### config.mk
export PLATFORM = sky130hd
export DESIGN_NAME = ecc_err_regs
export DESIGN_NICKNAME = d
export VERILOG_FILES = /design/src/rtl/ecc_regs_pkg.sv /design/src/rtl/ecc_sat_counter.sv /design/src/rtl/ecc_err_status.sv /design/src/rtl/ecc_err_regs.sv
export SDC_FILE = /design/constraint.sdc
export NUM_CORES = 1
export LEC_CHECK = 0
export BUFFER_PORTS_ARGS = -buffer_cell sky130_fd_sc_hd__buf_2
export CAP_MARGIN = 5
export CORE_MARGIN = 5
export CORE_UTILIZATION = 51
export CTS_BUF_LIST = sky130_fd_sc_hd__clkbuf_4 sky130_fd_sc_hd__clkbuf_8 sky130_fd_sc_hd__clkbuf_16
export DETAILED_ROUTE_END_ITERATION = 10
export PLACE_DENSITY = 0.88
export SLEW_MARGIN = 20
export SYNTH_ARGS = -nofsm -noshare
export SYNTH_HDL_FRONTEND = slang
export SYNTH_SLANG_ARGS = --single-unit
### constraint.sdc
create_clock -name clk -period 2.6 [get_ports clk]
set_input_delay 0 -clock clk [delete_from_list [all_inputs] [get_ports clk]]
set_output_delay 0 -clock clk [all_outputs]
set_load 0.05 [all_outputs]
### src/rtl/ecc_regs_pkg.sv
package ecc_regs_pkg;
   localparam int REG_W   = 32;
   localparam int OFS_W   = 8;
   localparam int N_SRC   = 3;
   localparam int CHK_BITS = 8;

   // source order inside the event vector; status and mask fields follow it
   localparam int SRC_SBE  = 0;
   localparam int SRC_DBE  = 1;
   localparam int SRC_DROP = 2;

   localparam logic [OFS_W-1:0] OFS_CTRL  = 8'h00;
   localparam logic [OFS_W-1:0] OFS_WIDTH = 8'h30;
   localparam logic [OFS_W-1:0] OFS_STAT  = 8'h38;
   localparam logic [OFS_W-1:0] OFS_INTR  = 8'h3C;
   localparam logic [OFS_W-1:0] OFS_SBCNT = 8'h40;
   localparam logic [OFS_W-1:0] OFS_DBCNT = 8'h44;
   localparam logic [OFS_W-1:0] OFS_EADDR = 8'h48;

   localparam int CTRL_ECC_BIT  = 10;
   localparam int CTRL_CORR_BIT = 11;
   localparam int CTRL_INJ1_BIT = 13;
   localparam int CTRL_INJ2_BIT = 14;

   localparam int STAT_LSB      = 2;
   localparam int INTR_EN_BIT   = 0;
   localparam int INTR_MASK_LSB = 1;
   localparam int INTR_CLR_BIT  = 4;

   typedef struct packed {
      logic inj_double;
      logic inj_single;
      logic corr_en;
      logic ecc_en;
   } ctrl_t;
endpackage

### src/rtl/ecc_sat_counter.sv
module ecc_sat_counter #(
   parameter int CNT_W = 4
) (
   input  logic             clk,
   input  logic             rst_n,
   input  logic             clr,
   input  logic             inc,
   output logic [CNT_W-1:0] cnt
);
   localparam logic [CNT_W-1:0] CNT_MAX = {CNT_W{1'b1}};

   if (CNT_W < 1) begin : g_bad_cnt
      $error("ecc_sat_counter: CNT_W must be at least 1");
   end

   logic [CNT_W-1:0] base;

   // a clear zeroes the base; an increment in the same cycle still lands
   assign base = clr ? '0 : cnt;

   always_ff @(posedge clk or negedge rst_n) begin
      if (!rst_n) begin
         cnt <= '0;
      end else if (inc) begin
         cnt <= (base == CNT_MAX) ? base : base + 1'b1;
      end else begin
         cnt <= base;
      end
   end
endmodule

### src/rtl/ecc_err_status.sv
module ecc_err_status #(
   parameter int N_SRC = 3
) (
   input  logic             clk,
   input  logic             rst_n,
   input  logic             clr,
   input  logic [N_SRC-1:0] ev,
   input  logic             int_en,
   input  logic [N_SRC-1:0] mask,
   output logic [N_SRC-1:0] flags,
   output logic             irq
);
   logic [N_SRC-1:0] pend;

   for (genvar g = 0; g < N_SRC; g++) begin : g_src
      always_ff @(posedge clk or negedge rst_n) begin
         if (!rst_n) begin
            flags[g] <= 1'b0;
         end else if (ev[g]) begin
            flags[g] <= 1'b1;
         end else if (clr) begin
            flags[g] <= 1'b0;
         end
      end
      assign pend[g] = flags[g] & ~mask[g];
   end

   assign irq = int_en & (|pend);
endmodule

### src/rtl/ecc_err_regs.sv
module ecc_err_regs
   import ecc_regs_pkg::*;
#(
   parameter int DATA_W     = 32,
   parameter int CNT_W      = 4,
   parameter int ERR_ADDR_W = 32
) (
   input  logic                  clk,
   input  logic                  rst_n,
   input  logic                  reg_sel,
   input  logic                  reg_we,
   input  logic [7:0]            reg_addr,
   input  logic [31:0]           reg_wdata,
   output logic [31:0]           reg_rdata,
   input  logic                  ev_sbe,
   input  logic                  ev_dbe,
   input  logic                  ev_drop,
   input  logic [ERR_ADDR_W-1:0] ev_addr,
   output logic                  ecc_en,
   output logic                  corr_en,
   output logic                  inj_single,
   output logic                  inj_double,
   output logic                  irq
);
   localparam int N_CNT = 2;

   if (ERR_ADDR_W < 1 || ERR_ADDR_W > REG_W) begin : g_bad_addr
      $error("ecc_err_regs: ERR_ADDR_W must lie in 1..32");
   end
   if (CNT_W < 1 || CNT_W > REG_W) begin : g_bad_cnt
      $error("ecc_err_regs: CNT_W must lie in 1..32");
   end

   // interface-width code: data bits plus check bits
   logic [7:0] width_code;
   if (DATA_W == 32) begin : g_w32
      assign width_code = 8'(DATA_W + CHK_BITS);
   end else if (DATA_W == 16) begin : g_w16
      assign width_code = 8'(DATA_W + CHK_BITS);
   end else begin : g_wbad
      $error("ecc_err_regs: DATA_W must be 16 or 32");
      assign width_code = '0;
   end

   logic wr, wr_ctrl, wr_intr, clr;
   assign wr      = reg_sel & reg_we;
   assign wr_ctrl = wr && (reg_addr == OFS_CTRL);
   assign wr_intr = wr && (reg_addr == OFS_INTR);
   assign clr     = wr_intr & reg_wdata[INTR_CLR_BIT];

   ctrl_t            ctrl_q;
   logic             int_en;
   logic [N_SRC-1:0] mask_q;

   always_ff @(posedge clk or negedge rst_n) begin
      if (!rst_n) begin
         ctrl_q <= '0;
      end else if (wr_ctrl) begin
         ctrl_q.ecc_en     <= reg_wdata[CTRL_ECC_BIT];
         ctrl_q.corr_en    <= reg_wdata[CTRL_CORR_BIT];
         ctrl_q.inj_single <= reg_wdata[CTRL_INJ1_BIT];
         ctrl_q.inj_double <= reg_wdata[CTRL_INJ2_BIT];
      end
   end

   always_ff @(posedge clk or negedge rst_n) begin
      if (!rst_n) begin
         int_en <= 1'b0;
         mask_q <= '0;
      end else if (wr_intr) begin
         int_en <= reg_wdata[INTR_EN_BIT];
         mask_q <= reg_wdata[INTR_MASK_LSB +: N_SRC];
      end
   end

   assign ecc_en     = ctrl_q.ecc_en;
   assign corr_en    = ctrl_q.corr_en;
   assign inj_single = ctrl_q.inj_single;
   assign inj_double = ctrl_q.inj_double;

   logic [N_SRC-1:0] ev_vec;
   logic [N_SRC-1:0] flags;
   assign ev_vec[SRC_SBE]  = ev_sbe;
   assign ev_vec[SRC_DBE]  = ev_dbe;
   assign ev_vec[SRC_DROP] = ev_drop;

   ecc_err_status #(.N_SRC(N_SRC)) u_status (
      .clk    (clk),
      .rst_n  (rst_n),
      .clr    (clr),
      .ev     (ev_vec),
      .int_en (int_en),
      .mask   (mask_q),
      .flags  (flags),
      .irq    (irq)
   );

   logic [CNT_W-1:0] cnt_arr [N_CNT];
   for (genvar g = 0; g < N_CNT; g++) begin : g_cnt
      ecc_sat_counter #(.CNT_W(CNT_W)) u_cnt (
         .clk   (clk),
         .rst_n (rst_n),
         .clr   (clr),
         .inc   (ev_vec[g]),
         .cnt   (cnt_arr[g])
      );
   end

   logic [CNT_W-1:0] sbe_cnt, dbe_cnt;
   assign sbe_cnt = cnt_arr[SRC_SBE];
   assign dbe_cnt = cnt_arr[SRC_DBE];

   // one address register serves both error classes
   logic [ERR_ADDR_W-1:0] err_addr;
   always_ff @(posedge clk or negedge rst_n) begin
      if (!rst_n) begin
         err_addr <= '0;
      end else if (ev_sbe | ev_dbe) begin
         err_addr <= ev_addr;
      end
   end

   always_comb begin
      reg_rdata = '0;
      if (reg_sel && !reg_we) begin
         unique case (reg_addr)
            OFS_CTRL: begin
               reg_rdata[CTRL_ECC_BIT]  = ctrl_q.ecc_en;
               reg_rdata[CTRL_CORR_BIT] = ctrl_q.corr_en;
               reg_rdata[CTRL_INJ1_BIT] = ctrl_q.inj_single;
               reg_rdata[CTRL_INJ2_BIT] = ctrl_q.inj_double;
            end
            OFS_WIDTH: reg_rdata[7:0] = width_code;
            OFS_STAT:  reg_rdata[STAT_LSB +: N_SRC] = flags;
            OFS_INTR: begin
               reg_rdata[INTR_EN_BIT] = int_en;
               reg_rdata[INTR_MASK_LSB +: N_SRC] = mask_q;
            end
            OFS_SBCNT: reg_rdata[CNT_W-1:0] = sbe_cnt;
            OFS_DBCNT: reg_rdata[CNT_W-1:0] = dbe_cnt;
            OFS_EADDR: reg_rdata[ERR_ADDR_W-1:0] = err_addr;
            default:   reg_rdata = '0;
         endcase
      end
   end

   logic unused_wdata;
   assign unused_wdata = ^{reg_wdata[31:15], reg_wdata[12], reg_wdata[9:5]};
endmodule

==> parameters.txt, run 1 <==
Parameter                              Value

Worst setup path
  Slowest stage cell, crit path ... sky130_fd_sc_hd__nor2_4
  Worst flop-to-flop path startpoint ... g_cnt[1].u_cnt.cnt[0]
  Cell-by-cell trace of the critical path ... dlygate4sd3_1 > buf_2 > nor2_4 > mux2_1
  Startpoint of the worst setup timing path ... ev_sbe
  Category of the most critical setup path ... input port to flip-flop
  Crit-path max FO ... 32
  WP data arrival ... 1.85 ns
  Capturing element type of the critical path ... flip-flop
  Longest individual stage delay on the worst path ... 0.71 ns
  Data required, critical path ... 2.78 ns
  Type of element launching the critical path ... input port

Clock tree
  Total number of H-tree levels ... 2
  Post_cts resized ... 0
  Clock Pin Slew Worst Setup and Hold Paths ... 0.08 ns
  Worst-Skew Late Latency ... 0.30 ns
  Number of hold-repair buffers added at the cts stage ... 44
  Root Buffer ... sky130_fd_sc_hd__clkbuf_8
  Buffers inserted during post-CTS setup optimization ... 0
  Largest buffer count on any clock path ... 2
  Total number of clock tree sinks ... 51
  Clock tree from TritonCTS ... done
  Number of buffers added by the clock tree synthesis step ... 5

STA
  Final period utilization ... 64.5%
  Shortest period the worst path allows ... 1.68 ns
  Setup repair after global routing missed its margin ... false
  Final Hold Fails ... 0
  Fmax ... 596 MHz
  Final Slew Violations ... 0
  Actual slew at the worst max-slew pin ... roughly 0.9 ns
  Slew headroom ... 39.7%
  Sum of negative setup slack ... 0 ns
  Setup violation total in the final timing report ... 0
  Post-Route Skew ... 0.00492 ns

Placed design
  Number of placed instances with taps included ... 373
  Final HPWL from detailed placement ... 4.47 mm
  Routability congestion estimate from global placement ... ~0.8
  Count of port buffers added during placement ... 92

Final layout
  Area Overhead vs Synth ... 40.8%
  Footprint of the flip-flops and latches ... 1280 um^2
  Nets ... 433
  Area of the multi-input gates ... 1240 um^2
  Filler cell count ... 370
  Share of layout cells above drive strength 1 ... roughly a third
  Diode insertion count for antenna repair ... 0
  Post-layout util ... 72.7%
  Layout Cells excl Fill ... 425

GRT
  Vias in the first global route ... 2237
  First-pass GRT wire length ... 10.8 mm
  Tot GR Track Use ... 21.7%
  Maximum number of pins on one net before global-route repair ... 33
  Overflow left after global routing ... 0
  Number of antenna violations at the first check in global routing ... 0

Detailed routing
  Average wire length per cell after detail routing ... 15.9 um
  Initial detailed-routing violation count ... 87
  Router iterations before antenna repair ... 4
  Wire length reported by the detailed router ... between 6 and 7 mm
  Remaining DRCs ... 0
  Per-cell via count in the routed design ... 5.22
  DRT antenna net count ... 0
  Via count ... 2220

Synth
  Main area contributors after synthesis ... sky130_fd_sc_hd__dfrtp_1 (49%), sky130_fd_sc_hd__mux2_1 (16%), sky130_fd_sc_hd__and2_1 (5.8%), sky130_fd_sc_hd__mux2_4 (2.3%), sky130_fd_sc_hd__a22oi_1 (2.0%)
  FF+latch count, synth ... 51
  Number of standard cells after synthesis ... 220
  Most instantiated library cell after synthesis ... sky130_fd_sc_hd__dfrtp_1
  Most frequently used flop master after synthesis ... sky130_fd_sc_hd__dfrtp_1
  Synthesized area per cell ... 11.7 um^2
  Number of synthesized flops with an enable pin ... 0
  Syn_nets ... 299
  Largest area contributor in the synthesized netlist ... sky130_fd_sc_hd__dfrtp_1
  Sequential area share after synthesis ... just under 50%
  Fraction of synthesis flops using an asynchronous set or reset pin ... 100%
  Post-synth top cells ... sky130_fd_sc_hd__dfrtp_1 (51), sky130_fd_sc_hd__mux2_1 (37), sky130_fd_sc_hd__and2_1 (24)
  Distinct cell type count after synthesis ... 46
  Post-synth top area share ... between 40% and 50%
  Yosys warning total ... 0
  Post-Syn Area ... 2580 um^2

Power
  Proportion of total power due to net switching ... 24.2%
  Power per unit of standard cell area ... 425 nW/um^2
  Part of the total power dissipated in sequential elements ... 55.9%
  Total leakage power ... between 0.0015 and 0.002 uW
  Internal power consumption ... 1170 uW
  Power share of the clock group ... 29.8%
  Switch Pwr ... 375 uW
  Part of the total power dissipated in combinational logic ... 14.4%
  Total design power ... 1550 uW
  VDD IR max ... ~330 uV

Run status
  Result of the run ... completed

Floorplanning
  Width of the die ... between 80 and 90 um
  Placeable core area ... 5010 um^2
  Top Ports ... 116
  Std cell rows ... 26
  Die area ... 6590 um^2
  Die height ... 81.2 um
  Initial core utilization ... 51.6%

Hold path
  Source of the worst hold timing path ... reg_wdata[4]
  Hold WC Path Type ... input port to flip-flop

Job
  Total of max-cap violations ... 0
==> logic make-up after synthesis <==
| group | share of synthesized area (%) |
|---|---|
| flip-flops | 49.4 |
| AO/OA/AOI/OAI | 9.44 |
| buffers and inverters | 2.95 |
| multiplexers | 19.2 |
| AND/OR/NAND/NOR | 19.0 |
==> flip-flops by register name (all words and copies together) (netlist names) <==
signal           cells
g_cnt.u_cnt.cnt      8
inj_single           1
int_en               1
inj_double           1
corr_en              1
ecc_en               1
mask_q               3
err_addr            32
u_status.flags       3
==> cell usage in the layout, fill, tap and decap left out, types with 7 or more instances in the layout <==
cell,n
sky130_fd_sc_hd__buf_2,92
sky130_fd_sc_hd__dfrtp_1,51
sky130_fd_sc_hd__dlygate4sd3_1,44
sky130_fd_sc_hd__mux2_1,37
sky130_fd_sc_hd__and2_1,24
sky130_fd_sc_hd__nor2_1,13
sky130_fd_sc_hd__a21oi_1,8
sky130_fd_sc_hd__a22oi_1,7
==> critical path: cells and delay by family <==
family	cells	cell delay, ns
buf+inv	2	0.71
simple gates	1	0.71
mux	1	0.41
==> per-stage QoR <==
step / setup slack, ns / hold slack (ns) / instance area, um^2
global placement: 0.984 / 0.193 / 3090
global route: 0.836 / 0.169 / 3640
CTS: 0.942 / 0.123 / 3640
detailed placement: 0.960 / 0.0114 / 3110
floorplan: 0.498 / -0.296 / 2580
finish: 0.922 / 0.134 / 3640
==> power by group through the flow <==
stage	Clock (uW)	Combinational (uW)	Sequential, uW
final	460	222	864
after global routing	517	244	870
after CTS	473	220	863
after detailed placement	0	170	879
after global placement	0	160	875
after floorplan	0	80.5	875
==> final cells by class <==
cell class                      instances  area share [%]
Clock inverter                          1           0.138
Inverter                                3           0.309
Sequential cell                        51            35.1
Clock buffer                            7            2.30
Multi-Input combinational cell        154            34.1
Timing Repair Buffer                  139            25.7
Tap cell                               70            2.41
==> routing by layer <==
metal,share of wire [%],GRT usage [%],routed length (um)
met1,39,25.6,2640
met3,6.0,5.21,403
met4,2.0,8.61,133
met2,53,37.7,3570
met5,0,0,0
==> final timing paths <==
path / end / slack (ns) / cells after the start
min in group asynchronous: err_addr[30] / 0.24 / 2
worst min-delay path: g_cnt[0].u_cnt.cnt[2] / 0.13 / 3
worst min register to register: err_addr[6] / 0.49 / 1
max in group asynchronous: u_status.flags[2] / 1.83 / 3
worst max-delay path: err_addr[26] / 0.92 / 4
worst max register to register: g_cnt[1].u_cnt.cnt[2] / 1.59 / 4
(Power assumes the default switching activity.)
==> run 2, diff against run 1 <==
--- a/config.mk
+++ b/config.mk
@@ -8,10 +8,10 @@
 export BUFFER_PORTS_ARGS = -buffer_cell sky130_fd_sc_hd__buf_2
 export CAP_MARGIN = 5
 export CORE_MARGIN = 5
-export CORE_UTILIZATION = 51
+export CORE_UTILIZATION = 47
 export CTS_BUF_LIST = sky130_fd_sc_hd__clkbuf_4 sky130_fd_sc_hd__clkbuf_8 sky130_fd_sc_hd__clkbuf_16
 export DETAILED_ROUTE_END_ITERATION = 10
-export PLACE_DENSITY = 0.88
+export PLACE_DENSITY = 0.82
 export SLEW_MARGIN = 20
 export SYNTH_ARGS = -nofsm -noshare
 export SYNTH_HDL_FRONTEND = slang
==> constraint.sdc (replaced) <==
create_clock -name clk -period 1.55 [get_ports clk]
set_input_delay 0 -clock clk [delete_from_list [all_inputs] [get_ports clk]]
set_output_delay 0 -clock clk [all_outputs]
set_load 0.05 [all_outputs]
==> parameters.txt, run 2 (synthesis gave the netlist of run 1 again) <==
Parameter                              Value

STA
  Shortest period the worst path allows ... 1.48 ns
  Setup repair after global routing missed its margin ... false (unchanged)
  Final Slew Violations ... 0 (unchanged)
  Slew headroom ... 65.8% (was 39.7%)
  Final period utilization ... 95.2%
  Actual slew at the worst max-slew pin ... 0.513 ns (was 0.902 ns)
  Setup violation total in the final timing report ... 0 (unchanged)
  Smallest setup slack after layout ... 0.0737 ns (was 0.922 ns)
  Final Hold Fails ... 0 (unchanged)
  Sum of negative setup slack ... 0 ns (unchanged)
  Fmax ... 677 MHz
  Post-Route Skew ... 0.00128 ns (was 0.00492 ns)

Final layout
  Diode insertion count for antenna repair ... 0 (unchanged)
  Finished layout cell area ... 3850 um^2 (was 3640 um^2)
  Nets ... 445 (was 433)
  Share of layout cells above drive strength 1 ... 37.1% (was 32.4%)
  Highest-count cells in the layout ignoring fill and taps ... sky130_fd_sc_hd__buf_2 (66), sky130_fd_sc_hd__dfrtp_1 (50), sky130_fd_sc_hd__dlygate4sd3_1 (44) (was sky130_fd_sc_hd__buf_2 (92), sky130_fd_sc_hd__dfrtp_1 (51), sky130_fd_sc_hd__dlygate4sd3_1 (44))
  Largest register FFs ... 32 (unchanged)
  Most common library cell in the layout ignoring fill and taps ... sky130_fd_sc_hd__buf_2 (unchanged)
  Registers with the most flip-flops ... err_addr x32, g_cnt.u_cnt.cnt x8 (unchanged)
  Largest register by flop count ... err_addr (unchanged)
  Area Overhead vs Synth ... 48.8% (was 40.8%)

Detailed routing
  Router iterations before antenna repair ... 4 (unchanged)
  Per-cell via count in the routed design ... 5.19 (was 5.22)
  DRT antenna net count ... 0 (unchanged)
  Wire length reported by the detailed router ... 6.80 mm (was 6.74 mm)
  Via count ... 2277 (was 2220)
  Initial detailed-routing violation count ... 126 (was 87)
  Remaining DRCs ... 0 (unchanged)
  Average wire length per cell after detail routing ... 15.5 um (was 15.9 um)

Placed design
  Final HPWL from detailed placement ... 4.62 mm (was 4.47 mm)
  Count of port buffers added during placement ... 92 (unchanged)
  Placement-stage worst setup slack ... -0.0222 ns (was 0.960 ns)
  Routability congestion estimate from global placement ... 0.831 (was 0.803)
  Total cell area at the placement stage ... 3250 um^2 (was 3110 um^2)

Clock tree
  Root Buffer ... sky130_fd_sc_hd__clkbuf_8 (unchanged)
  Clock tree from TritonCTS ... done (unchanged)
  Clock Pin Slew Worst Setup and Hold Paths ... 0.09 ns (was 0.08 ns)
  Number of buffers added by the clock tree synthesis step ... 5 (unchanged)
  Buffers inserted during post-CTS setup optimization ... 0 (unchanged)
  Total number of clock tree sinks ... 51 (unchanged)
  Worst-Skew Late Latency ... 0.30 ns (about the same)
  Largest buffer count on any clock path ... 2 (unchanged)
  Total number of H-tree levels ... 2 (unchanged)

Power
  Internal power consumption ... 1940 uW (was 1170 uW)
  Part of the total power dissipated in combinational logic ... 15.4% (was 14.4%)
  VDD IR max ... 524 uV (was 328 uV)
  Proportion of total power due to net switching ... 25.0% (was 24.2%)
  Part of the total power dissipated in sequential elements ... 55.8% (was 55.9%)
  Power per unit of standard cell area ... 673 nW/um^2 (was 425 nW/um^2)
  Power share of the clock group ... 28.7% (was 29.8%)
  Switch Pwr ... 648 uW (was 375 uW)
  Total leakage power ... 0.00176 uW (was 0.00170 uW)

Worst setup path
  Category of the most critical setup path ... input port to output port (was input port to flip-flop)
  Type of element launching the critical path ... input port (unchanged)
  Crit-path max FO ... 5 (was 32)
  WP data arrival ... 1.48 ns (was 1.85 ns)
  Buf+Inv Stages, Crit Path ... 4 (was 2)
  Cell-by-cell trace of the critical path ... buf_2 > buf_4 > or4_4 > nor3_4 > buf_4 > a22oi_1 > nor2_2 > buf_2 (was dlygate4sd3_1 > buf_2 > nor2_4 > mux2_1)
  Longest individual stage delay on the worst path ... 0.49 ns (was 0.71 ns)
  Data required, critical path ... 1.55 ns (was 2.78 ns)
  Capturing element type of the critical path ... output port (was flip-flop)
  Slowest stage cell, crit path ... sky130_fd_sc_hd__or4_4 (was sky130_fd_sc_hd__nor2_4)
  Largest delay share family, worst path ... simple AND/OR/NAND/NOR gates (was buffers and inverters)

Floorplanning
  Die height ... 84.2 um (was 81.2 um)
  Initial core utilization ... 47.5% (was 51.6%)
  Placeable core area ... 5440 um^2 (was 5010 um^2)
  Top Ports ... 116 (unchanged)
  Die area ... 7080 um^2 (was 6590 um^2)
  Width of the die ... 84.2 um (was 81.2 um)
  Std cell rows ... 27 (was 26)

GRT
  Vias in the first global route ... 2509 (was 2237)
  Maximum number of pins on one net before global-route repair ... 33 (unchanged)
  Number of antenna violations at the first check in global routing ... 0 (unchanged)
  Tot GR Track Use ... 20.8% (was 21.7%)
  First-pass GRT wire length ... 12.0 mm (was 10.8 mm)
  Overflow left after global routing ... 0 (unchanged)

Hold path
  Hold WC Path Type ... input port to flip-flop (unchanged)

Job
  Total of max-cap violations ... 0 (unchanged)

Run status
  Result of the run ... completed (unchanged)
## run 2: cell count changes in the layout (fill, tap and decap cells not counted), sizes merged
cell,before,now
buf,95,105
clkinv,1,3
## run 2: repair_timing
action	in CTS	in global routing
gates cloned	0	0
gates resized for setup	22	10
hold buffers	44	0
pin swaps	0	2
endpoints found under the setup margin	22	27
hold endpoints to repair	66	0
## run 2: per-layer routing
metal  wire (um)  part of all wire [%]  up-vias  track usage [%]
met5           0                     0        -                0
li1            -                     -     1090                -
met2        3230                    48       86             33.6
met3         623                   9.2       11             7.75
met4         109                   1.6        0             5.99
met1        2840                    42     1090             26.2
## run 2: per-stage QoR
stage,hold slack [ns],util [%],power [uW],std cells
detailed placement,-0.00419,59.7,1780,387
finish,0.118,70.7,2590,439
global placement,-0.00676,59.7,1770,387
CTS,0.112,70.3,2610,439
global route,0.137,70.7,2730,439
floorplan,-0.296,-,1610,220
## run 2: cell type report
class / instances / area [um^2]
Timing Repair Buffer: 151 / 1120
Clock buffer: 5 / 68.8
Inverter: 3 / 11.3
Fill cell: 390 / 1590
Tap cell: 72 / 90.1
Clock inverter: 3 / 15.0
Multi-Input combinational cell: 154 / 1260
Sequential cell: 51 / 1280
## run 2: worst paths after layout
| check | from | end | slack [ns] | cells past startpoint |
|---|---|---|---|---|
| min in group asynchronous | rst_n | err_addr[25] | 0.19 | 2 |
| max in group asynchronous | rst_n | g_cnt[0].u_cnt.cnt[3] | 0.81 | 3 |
| worst max register to register | g_cnt[1].u_cnt.cnt[0] | g_cnt[1].u_cnt.cnt[2] | 0.54 | 3 |
| worst min-delay path | reg_wdata[4] | g_cnt[0].u_cnt.cnt[2] | 0.12 | 3 |
| worst max-delay path | reg_addr[5] | reg_rdata[10] | 0.07 | 8 |
| worst min register to register | err_addr[20] | err_addr[20] | 0.49 | 1 |
## run 2: power by group through the flow
stage               registers [uW]  clock network [uW]  logic [uW]
finish                        1450                 744         400
global route                  1460                 830         442
CTS                           1450                 766         397
detailed placement            1470                   0         310
global placement              1470                   0         298
floorplan                     1470                   0         138
## run 2: worst register-to-register path: cells and delay by family, from the launching register on
kind	cells	cell delay, ns
and+or+nand+nor	2	0.28
DFF	1	0.43
AOI/OAI and AO/OA	1	0.20
==> run 3, diff against run 2 <==
--- a/config.mk
+++ b/config.mk
@@ -11,7 +11,7 @@
 export CORE_UTILIZATION = 47
 export CTS_BUF_LIST = sky130_fd_sc_hd__clkbuf_4 sky130_fd_sc_hd__clkbuf_8 sky130_fd_sc_hd__clkbuf_16
 export DETAILED_ROUTE_END_ITERATION = 10
-export PLACE_DENSITY = 0.82
+export PLACE_DENSITY = 0.8
 export SLEW_MARGIN = 20
 export SYNTH_ARGS = -nofsm -noshare
 export SYNTH_HDL_FRONTEND = slang
==> parameters.txt, run 3 (synthesis gave the netlist of run 1 again) <==
Parameter                              Value

Run status
  Result of the run ... completed (unchanged)

Floorplanning
  Std cell rows ... 27 (unchanged)
  Placeable core area ... 5440 um^2 (unchanged)
  Initial core utilization ... 47.5% (unchanged)
  Top Ports ... 116 (unchanged)
  Die height ... 84.2 um (unchanged)
  Die area ... 7080 um^2 (unchanged)
  Width of the die ... 84.2 um (unchanged)

Worst setup path
  Instance count on the critical path ... 8 (unchanged)
  Capturing element type of the critical path ... output port (unchanged)
  Cell mode on critical path ... sky130_fd_sc_hd__buf_4
  Crit-path max FO ... 4 (was 5)
  Slowest stage cell, crit path ... sky130_fd_sc_hd__or4_4 (unchanged)
  Type of element launching the critical path ... input port (unchanged)
  Cell-by-cell trace of the critical path ... buf_2 > buf_4 > or4_4 > nor3_4 > buf_4 > a22oi_1 > nor2_2 > clkbuf_4 (was buf_2 > buf_4 > or4_4 > nor3_4 > buf_4 > a22oi_1 > nor2_2 > buf_2)
  Largest delay share family, worst path ... simple AND/OR/NAND/NOR gates (unchanged)
  Buf+Inv Stages, Crit Path ... 4 (unchanged)
  Category of the most critical setup path ... input port to output port (unchanged)
  Depth of the worst register-to-register path ... 4 (was 3)
  WP data arrival ... 1.50 ns (was 1.48 ns)
  Data required, critical path ... 1.55 ns (about the same)
  Longest individual stage delay on the worst path ... 0.52 ns (was 0.49 ns)

STA
  Worst Hold Margin ... 0.108 ns (was 0.118 ns)
  Shortest period the worst path allows ... 1.50 ns (was 1.48 ns)
  Sum of negative setup slack ... 0 ns (unchanged)
  Fmax ... 665 MHz (was 677 MHz)
  Final period utilization ... 97.0% (was 95.2%)
  Slew headroom ... 66.0% (was 65.8%)
  Setup violation total in the final timing report ... 0 (unchanged)
  Actual slew at the worst max-slew pin ... 0.510 ns (was 0.513 ns)
  Post-Route Skew ... 0.00103 ns (was 0.00128 ns)
  Smallest setup slack after layout ... 0.0462 ns (was 0.0737 ns)
  Final Slew Violations ... 0 (unchanged)
  Final Hold Fails ... 0 (unchanged)

Final layout
  Nets ... 446 (was 445)
  Highest-count cells in the layout ignoring fill and taps ... sky130_fd_sc_hd__buf_2 (63), sky130_fd_sc_hd__dfrtp_1 (51), sky130_fd_sc_hd__dlygate4sd3_1 (44) (was sky130_fd_sc_hd__buf_2 (66), sky130_fd_sc_hd__dfrtp_1 (50), sky130_fd_sc_hd__dlygate4sd3_1 (44))
  Diode insertion count for antenna repair ... 0 (unchanged)
  Area Overhead vs Synth ... 51.3% (was 48.8%)
  Largest register FFs ... 32 (unchanged)
  Largest register by flop count ... err_addr (unchanged)
  Post-layout util ... 71.9% (was 70.7%)
  Most common library cell in the layout ignoring fill and taps ... sky130_fd_sc_hd__buf_2 (unchanged)
  Registers with the most flip-flops ... err_addr x32, g_cnt.u_cnt.cnt x8 (unchanged)
  Layout Cells excl Fill ... 440 (was 439)
  Share of layout cells above drive strength 1 ... 37.0% (was 37.1%)

Power
  Power per unit of standard cell area ... 751 nW/um^2 (was 673 nW/um^2)
  Switch Pwr ... 642 uW (was 648 uW)
  Part of the total power dissipated in sequential elements ... 49.3% (was 55.8%)
  Part of the total power dissipated in combinational logic ... 13.7% (was 15.4%)
  Proportion of total power due to net switching ... 21.8% (was 25.0%)
  Internal power consumption ... 2300 uW (was 1940 uW)
  Total leakage power ... 0.00178 uW (was 0.00176 uW)
  VDD IR max ... 549 uV (was 524 uV)
  Power share of the clock group ... 37.0% (was 28.7%)

Clock tree
  Number of buffers added by the clock tree synthesis step ... 5 (unchanged)
  Total number of H-tree levels ... 2 (unchanged)
  Total number of clock tree sinks ... 51 (unchanged)
  Clock tree from TritonCTS ... done (unchanged)
  Worst-Skew Late Latency ... 0.30 ns (about the same)
  Largest buffer count on any clock path ... 2 (unchanged)
  Root Buffer ... sky130_fd_sc_hd__clkbuf_8 (unchanged)
  Clock Pin Slew Worst Setup and Hold Paths ... 0.09 ns (about the same)

Placed design
  Number of placed instances with taps included ... 387 (unchanged)
  Final HPWL from detailed placement ... 4.63 mm (was 4.62 mm)
  Placement-stage worst setup slack ... -0.0270 ns (was -0.0222 ns)
  Routability congestion estimate from global placement ... 0.844 (was 0.831)
  Count of port buffers added during placement ... 92 (unchanged)

Detailed routing
  Remaining DRCs ... 0 (unchanged)
  Initial detailed-routing violation count ... 108 (was 126)
  Router iterations before antenna repair ... 5 (was 4)
  DRT antenna net count ... 0 (unchanged)
  Per-cell via count in the routed design ... 5.23 (was 5.19)
  Average wire length per cell after detail routing ... 15.6 um (was 15.5 um)
  Via count ... 2303 (was 2277)
  Wire length reported by the detailed router ... 6.88 mm (was 6.80 mm)

GRT
  Tot GR Track Use ... 19.9% (was 20.8%)
  First-pass GRT wire length ... 11.7 mm (was 12.0 mm)
  Overflow left after global routing ... 0 (unchanged)
  Number of antenna violations at the first check in global routing ... 0 (unchanged)
  Maximum number of pins on one net before global-route repair ... 33 (unchanged)
  Vias in the first global route ... 2459 (was 2509)

Job
  Total of max-cap violations ... 0 (unchanged)

Hold path
  Hold WC Path Type ... input port to flip-flop (unchanged)
  Hold Path Stages ... 3 (unchanged)
==> run 3: cell count changes in the layout (fill, tap and decap cells not counted) <==
cell	delta
sky130_fd_sc_hd__clkbuf_4	+5
sky130_fd_sc_hd__dfrtp_1	+1
sky130_fd_sc_hd__clkinv_2	-3
sky130_fd_sc_hd__buf_2	-3
sky130_fd_sc_hd__nor2_2	-1
sky130_fd_sc_hd__dfrtp_2	-1
sky130_fd_sc_hd__buf_6	-2
sky130_fd_sc_hd__bufinv_16	+2
sky130_fd_sc_hd__nor2_4	+1
sky130_fd_sc_hd__buf_4	+2
==> run 3: routing by layer <==
layer / GRT usage, % / share of wire, % / routed length, um / vias to the layer above
met1: 24.2 / 41 / 2820 / 1122
met4: 5.26 / 1.2 / 83 / 0
met5: 0 / 0 / 0 / -
li1: - / - / - / 1088
met2: 34.0 / 50 / 3410 / 83
met3: 6.58 / 8.3 / 570 / 10
==> run 3: final timing paths <==
path                                        from                    end  slack (ns)
max reg2reg                g_cnt[1].u_cnt.cnt[0]  g_cnt[1].u_cnt.cnt[2]        0.55
min                                 reg_wdata[4]  g_cnt[0].u_cnt.cnt[2]        0.11
max                                  reg_addr[4]          reg_rdata[13]        0.05
min reg2reg                         err_addr[23]           err_addr[23]        0.49
min in group asynchronous                  rst_n           err_addr[25]        0.21
max in group asynchronous                  rst_n            err_addr[5]        0.81
==> run 3: area by class of cell <==
| type | instances | area, um^2 |
|---|---|---|
| fill | 403 | 1530 |
| sequential | 51 | 1280 |
| multi-input combinational | 154 | 1260 |
| timing repair buffer | 152 | 1130 |
| tap | 72 | 90.1 |
| clock buffer | 6 | 76.3 |
| clock inverter | 2 | 60.1 |
| inverter | 3 | 11.3 |
==> run 3: repair_timing <==
item,in CTS,in global routing
buffers inserted,0,1
hold buffers,44,0
endpoints found under the hold margin,64,0
resized for setup,22,9
pin swaps,0,1
endpoints found under the setup margin,22,29
==> run 3: worst register-to-register path: cells and delay by family (launching register included) <==
kind             cells  cell delay, ns
flip-flops           1            0.43
AO/OA/AOI/OAI        1            0.08
AND/OR/NAND/NOR      3            0.42
==> run 3: stage by stage <==
stage	instance area [um^2]	power [uW]
finish	3910	2940
floorplan	2610	1610
CTS	3880	2970
global route	3910	3070
global placement	3250	1770
detailed placement	3250	1790
==> run 3: power groups by stage <==
stage	clock network, uW	registers [uW]	logic [uW]
after floorplan	0	1470	138
after global placement	0	1470	302
after detailed placement	0	1470	314
after CTS	1120	1450	400
after global routing	1160	1460	446
final	1090	1450	403
